<file path="src/rtl/ara_pkg.sv">
package ara_pkg;

    localparam int BYTE_W = 8;

    typedef enum logic [2:0] {
        ST_IDLE,
        ST_ADDR,
        ST_ACK,
        ST_TX,
        ST_HACK,
        ST_PEC,
        ST_WAIT_STOP
    } ara_state_e;

    // Byte-wide CRC-8 update, MSB-first, no reflection.
    function automatic logic [BYTE_W-1:0] crc8_byte(
        input logic [BYTE_W-1:0] crc_in,
        input logic [BYTE_W-1:0] data,
        input logic [BYTE_W-1:0] poly
    );
        logic [BYTE_W-1:0] c;
        c = crc_in ^ data;
        for (int i = 0; i < BYTE_W; i++) begin
            c = c[BYTE_W-1] ? ((c << 1) ^ poly) : (c << 1);
        end
        return c;
    endfunction

endpackage

</file>
<file path="src/rtl/ara_bus_cond.sv">
module ara_bus_cond #(
    parameter int SYNC_LEN = 2
) (
    input  logic clk,
    input  logic rst_n,
    input  logic scl_i,
    input  logic sda_i,
    output logic scl_s,
    output logic sda_s,
    output logic scl_rise,
    output logic scl_fall,
    output logic start_det,
    output logic stop_det
);

    logic [SYNC_LEN-1:0] scl_chain;
    logic [SYNC_LEN-1:0] sda_chain;
    logic                scl_p;
    logic                sda_p;

    // Idle bus is high on both lines, so all stages reset to one.
    always_ff @(posedge clk or negedge rst_n) begin
        if (!rst_n) begin
            scl_chain <= '1;
            sda_chain <= '1;
            scl_p     <= 1'b1;
            sda_p     <= 1'b1;
        end else begin
            scl_chain <= {scl_chain[SYNC_LEN-2:0], scl_i};
            sda_chain <= {sda_chain[SYNC_LEN-2:0], sda_i};
            scl_p     <= scl_chain[SYNC_LEN-1];
            sda_p     <= sda_chain[SYNC_LEN-1];
        end
    end

    assign scl_s     = scl_chain[SYNC_LEN-1];
    assign sda_s     = sda_chain[SYNC_LEN-1];
    assign scl_rise  = scl_s & ~scl_p;
    assign scl_fall  = ~scl_s & scl_p;
    assign start_det = scl_s & scl_p & sda_p & ~sda_s;
    assign stop_det  = scl_s & scl_p & ~sda_p & sda_s;

endmodule

</file>
<file path="src/rtl/ara_shreg.sv">
module ara_shreg #(
    parameter int W = 8
) (
    input  logic         clk,
    input  logic         rst_n,
    input  logic         load,
    input  logic [W-1:0] load_val,
    input  logic         shift,
    input  logic         sin,
    output logic [W-1:0] q
);

    always_ff @(posedge clk or negedge rst_n) begin
        if (!rst_n) begin
            q <= '0;
        end else if (load) begin
            q <= load_val;
        end else if (shift) begin
            q <= {q[W-2:0], sin};
        end
    end

endmodule

</file>
<file path="src/rtl/ara_responder.sv">
module ara_responder
    import ara_pkg::*;
#(
    parameter int                SYNC_LEN   = 2,
    parameter logic [BYTE_W-1:0] QUERY_BYTE = 8'h19,
    parameter logic [BYTE_W-1:0] IDLE_REPLY = 8'h19,
    parameter logic [BYTE_W-1:0] CRC_POLY   = 8'h07,
    parameter bit                PEC_EN     = 1'b1
) (
    input  logic              clk,
    input  logic              rst_n,
    input  logic              scl_i,
    input  logic              sda_i,
    input  logic [BYTE_W-1:0] dev_addr_i,
    input  logic              alert_low_i,
    output logic              sda_oe_o,
    output logic              won_o
);

    localparam int                CNT_W    = $clog2(BYTE_W);
    localparam logic [CNT_W-1:0]  LAST_BIT = CNT_W'(BYTE_W - 1);

    logic scl_s, sda_s, scl_rise, scl_fall, start_det, stop_det;

    ara_bus_cond #(.SYNC_LEN(SYNC_LEN)) u_cond (
        .clk       (clk),
        .rst_n     (rst_n),
        .scl_i     (scl_i),
        .sda_i     (sda_i),
        .scl_s     (scl_s),
        .sda_s     (sda_s),
        .scl_rise  (scl_rise),
        .scl_fall  (scl_fall),
        .start_det (start_det),
        .stop_det  (stop_det)
    );

    ara_state_e        st, st_n;
    logic [CNT_W-1:0]  cnt, cnt_n;
    logic              is_pec, is_pec_n;
    logic              elig_q, elig_n;
    logic [BYTE_W-1:0] resp_q, resp_n;
    logic              oe_n, won_n;
    logic              sh_load, sh_shift;
    logic [BYTE_W-1:0] sh_val, sh_q;
    logic [BYTE_W-1:0] pec_val;
    logic [BYTE_W-1:0] pick_byte;

    ara_shreg #(.W(BYTE_W)) u_shreg (
        .clk      (clk),
        .rst_n    (rst_n),
        .load     (sh_load),
        .load_val (sh_val),
        .shift    (sh_shift),
        .sin      (sda_s),
        .q        (sh_q)
    );

    generate
        if (PEC_EN) begin : g_pec
            assign pec_val = crc8_byte(crc8_byte('0, QUERY_BYTE, CRC_POLY), resp_q, CRC_POLY);
        end else begin : g_nopec
            assign pec_val = '0;
        end
    endgenerate

    assign pick_byte = alert_low_i ? dev_addr_i : IDLE_REPLY;

    // Next-state and next-output decode
    always_comb begin
        st_n     = st;
        cnt_n    = cnt;
        is_pec_n = is_pec;
        elig_n   = elig_q;
        resp_n   = resp_q;
        oe_n     = sda_oe_o;
        won_n    = 1'b0;
        sh_load  = 1'b0;
        sh_shift = 1'b0;
        sh_val   = '0;
        if (start_det) begin
            st_n     = ST_ADDR;
            cnt_n    = '0;
            is_pec_n = 1'b0;
            oe_n     = 1'b0;
        end else if (stop_det) begin
            st_n = ST_IDLE;
            oe_n = 1'b0;
        end else begin
            unique case (st)
                ST_IDLE: begin
                    oe_n = 1'b0;
                end
                ST_ADDR: begin
                    if (scl_rise) begin
                        sh_shift = 1'b1;
                        if (cnt == LAST_BIT) begin
                            cnt_n = '0;
                            st_n  = ({sh_q[BYTE_W-2:0], sda_s} == QUERY_BYTE) ? ST_ACK : ST_WAIT_STOP;
                        end else begin
                            cnt_n = cnt + 1'b1;
                        end
                    end
                end
                ST_ACK: begin
                    if (scl_fall) begin
                        if (!sda_oe_o) begin
                            oe_n = 1'b1;
                        end else begin
                            elig_n  = alert_low_i;
                            resp_n  = pick_byte;
                            sh_load = 1'b1;
                            sh_val  = pick_byte;
                            oe_n    = ~pick_byte[BYTE_W-1];
                            cnt_n   = '0;
                            st_n    = ST_TX;
                        end
                    end
                end
                ST_TX: begin
                    if (scl_rise) begin
                        if (!sda_oe_o && !sda_s) begin
                            st_n = ST_WAIT_STOP;
                            oe_n = 1'b0;
                        end else if (cnt == LAST_BIT) begin
                            cnt_n = '0;
                            st_n  = ST_HACK;
                            won_n = elig_q & ~is_pec;
                        end else begin
                            cnt_n = cnt + 1'b1;
                        end
                    end else if (scl_fall) begin
                        sh_shift = 1'b1;
                        oe_n     = ~sh_q[BYTE_W-2];
                    end
                end
                ST_HACK: begin
                    if (scl_fall) begin
                        oe_n = 1'b0;
                    end else if (scl_rise) begin
                        st_n = (!sda_s && PEC_EN && !is_pec) ? ST_PEC : ST_WAIT_STOP;
                    end
                end
                ST_PEC: begin
                    if (scl_fall) begin
                        sh_load  = 1'b1;
                        sh_val   = pec_val;
                        oe_n     = ~pec_val[BYTE_W-1];
                        is_pec_n = 1'b1;
                        cnt_n    = '0;
                        st_n     = ST_TX;
                    end
                end
                ST_WAIT_STOP: begin
                    oe_n = 1'b0;
                end
                default: begin
                    st_n = ST_IDLE;
                    oe_n = 1'b0;
                end
            endcase
        end
    end

    // State register
    always_ff @(posedge clk or negedge rst_n) begin
        if (!rst_n) begin
            st     <= ST_IDLE;
            cnt    <= '0;
            is_pec <= 1'b0;
            elig_q <= 1'b0;
            resp_q <= '0;
        end else begin
            st     <= st_n;
            cnt    <= cnt_n;
            is_pec <= is_pec_n;
            elig_q <= elig_n;
            resp_q <= resp_n;
        end
    end

    // Output registers
    always_ff @(posedge clk or negedge rst_n) begin
        if (!rst_n) begin
            sda_oe_o <= 1'b0;
            won_o    <= 1'b0;
        end else begin
            sda_oe_o <= oe_n;
            won_o    <= won_n;
        end
    end

    // no drive while the bus is free
    p_quiet_idle_r10: assert property (@(posedge clk) disable iff (!rst_n)
        (st == ST_IDLE) |-> !sda_oe_o);

    // drive only changes while the synchronised SCL is low
    p_drive_scl_low_r3: assert property (@(posedge clk) disable iff (!rst_n)
        (scl_s && $past(scl_s)) |-> $stable(sda_oe_o));

    // a device that has dropped out never pulls SDA
    p_silent_after_loss_r5: assert property (@(posedge clk) disable iff (!rst_n)
        (st == ST_WAIT_STOP) |-> !sda_oe_o);

    // a win is reported only for an eligible device
    p_won_eligible_r7: assert property (@(posedge clk) disable iff (!rst_n)
        won_o |-> elig_q);

    // the win indication is a single-cycle pulse
    p_won_pulse_r7: assert property (@(posedge clk) disable iff (!rst_n)
        won_o |=> !won_o);

    // acknowledge drive is only entered through a matched address
    p_ack_after_match_r2: assert property (@(posedge clk) disable iff (!rst_n)
        (st == ST_ACK && $past(st) != ST_ACK) |-> $past(st) == ST_ADDR);

endmodule

</file>
<file path="config.mk">
export PLATFORM = sky130hd
export DESIGN_NAME = ara_responder
export DESIGN_NICKNAME = d
export VERILOG_FILES = /design/src/rtl/ara_pkg.sv /design/src/rtl/ara_bus_cond.sv /design/src/rtl/ara_shreg.sv /design/src/rtl/ara_responder.sv
export SDC_FILE = /design/constraint.sdc
export NUM_CORES = 1
export LEC_CHECK = 0
export BUFFER_PORTS_ARGS = -buffer_cell sky130_fd_sc_hd__buf_4
export CORE_ASPECT_RATIO = 1.4
export CORE_MARGIN = 1
export CORE_UTILIZATION = 37
export CTS_BUF_LIST = sky130_fd_sc_hd__clkbuf_4 sky130_fd_sc_hd__clkbuf_8
export CTS_CLUSTER_DIAMETER = 30
export CTS_CLUSTER_SIZE = 10
export DETAILED_ROUTE_END_ITERATION = 8
export MAX_ROUTING_LAYER = met4
export PLACE_DENSITY_LB_ADDON = 0.1
export SETUP_SLACK_MARGIN = 0.4
export SYNTH_ARGS = -nofsm -noshare
export SYNTH_HDL_FRONTEND = slang
export SYNTH_SLANG_ARGS = --single-unit
export TNS_END_PERCENT = 50
</file>
<file path="constraint.sdc">
create_clock -name clk -period 3.2 [get_ports clk]
set_input_delay 0.64 -clock clk [delete_from_list [all_inputs] [get_ports clk]]
set_output_delay 0.64 -clock clk [all_outputs]
set_load 0.005 [all_outputs]
</file>
==> metrics <==
outcome=finished, final reports clean; Post-synth top cells=dfrtp_1 (25), nand2_1 (23), o21ai_1 (14); Critical Path Source Type=flop; Synth area leader=dfrtp_1; DR vias/cell=5.49; TNS Setup=0 ns; final wirelength=4360 um; fmax=457 MHz; Post-CTS Resized=0; Synth Net Count=218; # clock sinks=31; Synth Flop Type=dfrtp_1; Final Hold Fails=0; number of synthesized register bits=31; Yosys top cell area share=32.9%; Ys Warns=0; H-tree depth=2; Reg clk slew, reported paths=0.06 ns; synth unique cells=51; die height=86.8 um; worst-path maximum fanout=8; first-pass GRT wire length=7710 um; Crit. End Element=flop; Final #Nets=226; ys async rst share=100%; crit path from=u_cond.scl_chain[1]$_DFF_PN1_; RSZ-0062 raised after global routing=false; GPL Wtd Cong=0.818; mapped cell area=1900 um2; Fillers=507; worst rel slew slack=61.2%; Period minus WS final=2.19 ns; worst-path cell chain=inv_1 > ha_1 > nand4b_1 > o21a_2 > o21ai_2 > nand2_2 > mux2_1; slack of the worst reg-to-reg path=1.01 ns; # DRC=0; Wirelength per Cell=16.0 um; via count=1,492; Peak VDD IR=0.000430 V; Worst path max stage delay=0.56 ns; Clock Latency Late Sink=0.28 ns; DRT iter0 DRCs=50; R2R Path Start=u_cond.scl_chain[1]$_DFF_PN1_; First-pass DRT Iterations=4; layout cells sized above 1=17.3%; Total GRT Usage=19.1%; fin crit share=68.4%; leakage power=0.864 nW; initial antenna violation count=0; Ant. Diodes=0; Cells after Synth=199; clk_skew=0.00574 ns; Critical Path Slowest Stage Cell=dfstp_2; Post-CTS Setup Inserts=0; largest cells by area after synthesis=dfrtp_1 (33%), dfstp_2 (8.3%), xnor2_1 (5.5%); arrival time worst endpoint=2.35 ns; Layout area overhead=11.7%; Hold Buf Count CTS=0; end-of-flow core utilization=43.5%; Initial Util=38.9%; register area=783 um2; Die Footprint=5430 um2; total of max-cap violations=0; cell area power density=831 nW/um2; Final Setup Violations=0; Overflow after GRT=0; row count=30; vias in the first global route=1,551; R2R depth=7; Worst Tran Pin Value=0.581 ns; TritonCTS buffer count=5; Syn Area/Cell=9.55 um2; count leader, synth=dfrtp_1; sequential fraction of the synthesis area=41.2%; Core Area=4880 um2; WHS=0.289 ns; Die X-Extent=62.6 um; Detail Placement HPWL=3330 um; max-slew violations=0; Max clock buf depth=2; Reg2Reg Capture Point=u_shreg.q[2]$_DFFE_PN0P_; CTS tree=done; critical path type=reg -> reg; IO Pins=15; number of flops mapped to enable cells by yosys=0; Worst EP required=3.36 ns; port bufs=14; min-delay worst type=in -> async; root buffer cell=clkbuf_8; pin count of the biggest net entering global routing=32; post-route ant nets=0; area of the multi-input gates=1040 um2
## layout by cell type, fill, tap and decap left out, types with 6 or more instances in the layout
cell and count:
nor2b_1 6, dfstp_2 6, o21ai_1 14, dfrtp_1 25
nor2_1 9, xnor2_1 12, mux2_1 6, ha_1 6
buf_4 14, nand2_1 23, clkbuf_8 7, o21ai_0 12
## area by class of cell
class / count / area share (%)
Inverter: 3 / 0.531
Multi-Input combinational cell: 152 / 48.9
Tap cell: 64 / 3.77
Timing Repair Buffer: 14 / 4.95
Sequential cell: 31 / 36.9
Clock buffer: 8 / 4.89
## sequential cells by signal (all words and copies together) (netlist names), 2 cells and up
signal	flops
cnt	3
u_cond.scl_chain	2
u_cond.sda_chain	2
resp_q	8
st	3
u_shreg.q	7
## worst max-delay path by stage
| stage | to | slack, ns |
|---|---|---|
| after floorplan | cnt[0]$_DFFE_PN0P_ | 1.32 |
| after global placement | cnt[0]$_DFFE_PN0P_ | 1.04 |
| after detailed placement | u_shreg.q[2]$_DFFE_PN0P_ | 1.02 |
| after CTS | u_shreg.q[6]$_DFFE_PN0P_ | 1.02 |
| after global routing | u_shreg.q[2]$_DFFE_PN0P_ | 0.88 |
| final | u_shreg.q[2]$_DFFE_PN0P_ | 1.01 |
## report_power, final
group | internal [mW] | switching [mW] | total (mW)
sequential | 0.530 | 0.198 | 0.727
clock | 0.204 | 0.137 | 0.342
combinational | 0.375 | 0.319 | 0.695
## layer usage
layer	routed length (um)	vias up	part of all wire (%)	track usage [%]
met3	112	7	2.6	3.29
met2	2260	26	52	33.3
met5	0	-	0	-
met1	1890	731	43	21.7
met4	89	0	2.0	7.19
li1	-	728	-	-
## worst max-delay path: cells and delay by family (launching register included)
| kind | cells | cell delay [ns] |
|---|---|---|
| multiplexers | 1 | 0.34 |
| adder cells (fa/ha/maj) | 1 | 0.31 |
| buffers and inverters | 1 | 0.07 |
| AO/OA/AOI/OAI | 2 | 0.37 |
| flip-flops | 1 | 0.56 |
| AND/OR/NAND/NOR | 2 | 0.43 |
## logic make-up after synthesis
kind of cell | share of synthesized area [%]
flops | 41.2
buf+inv | 4.15
simple gates | 17.2
xor+xnor | 7.64
fa+ha+maj | 3.95
mux | 6.39
compound gates | 19.5
## through the flow
step	worst slack (ns)	instance area, um2	total power, mW	instances
after floorplan	1.32	1900	1.28	199
after detailed placement	1.02	2020	1.44	264
after global routing	0.882	2120	1.93	272
after CTS	1.02	2120	1.79	272
after global placement	1.04	2020	1.44	264
final	1.01	2120	1.76	272
No activity file was read; power rests on OpenSTA's default activity.
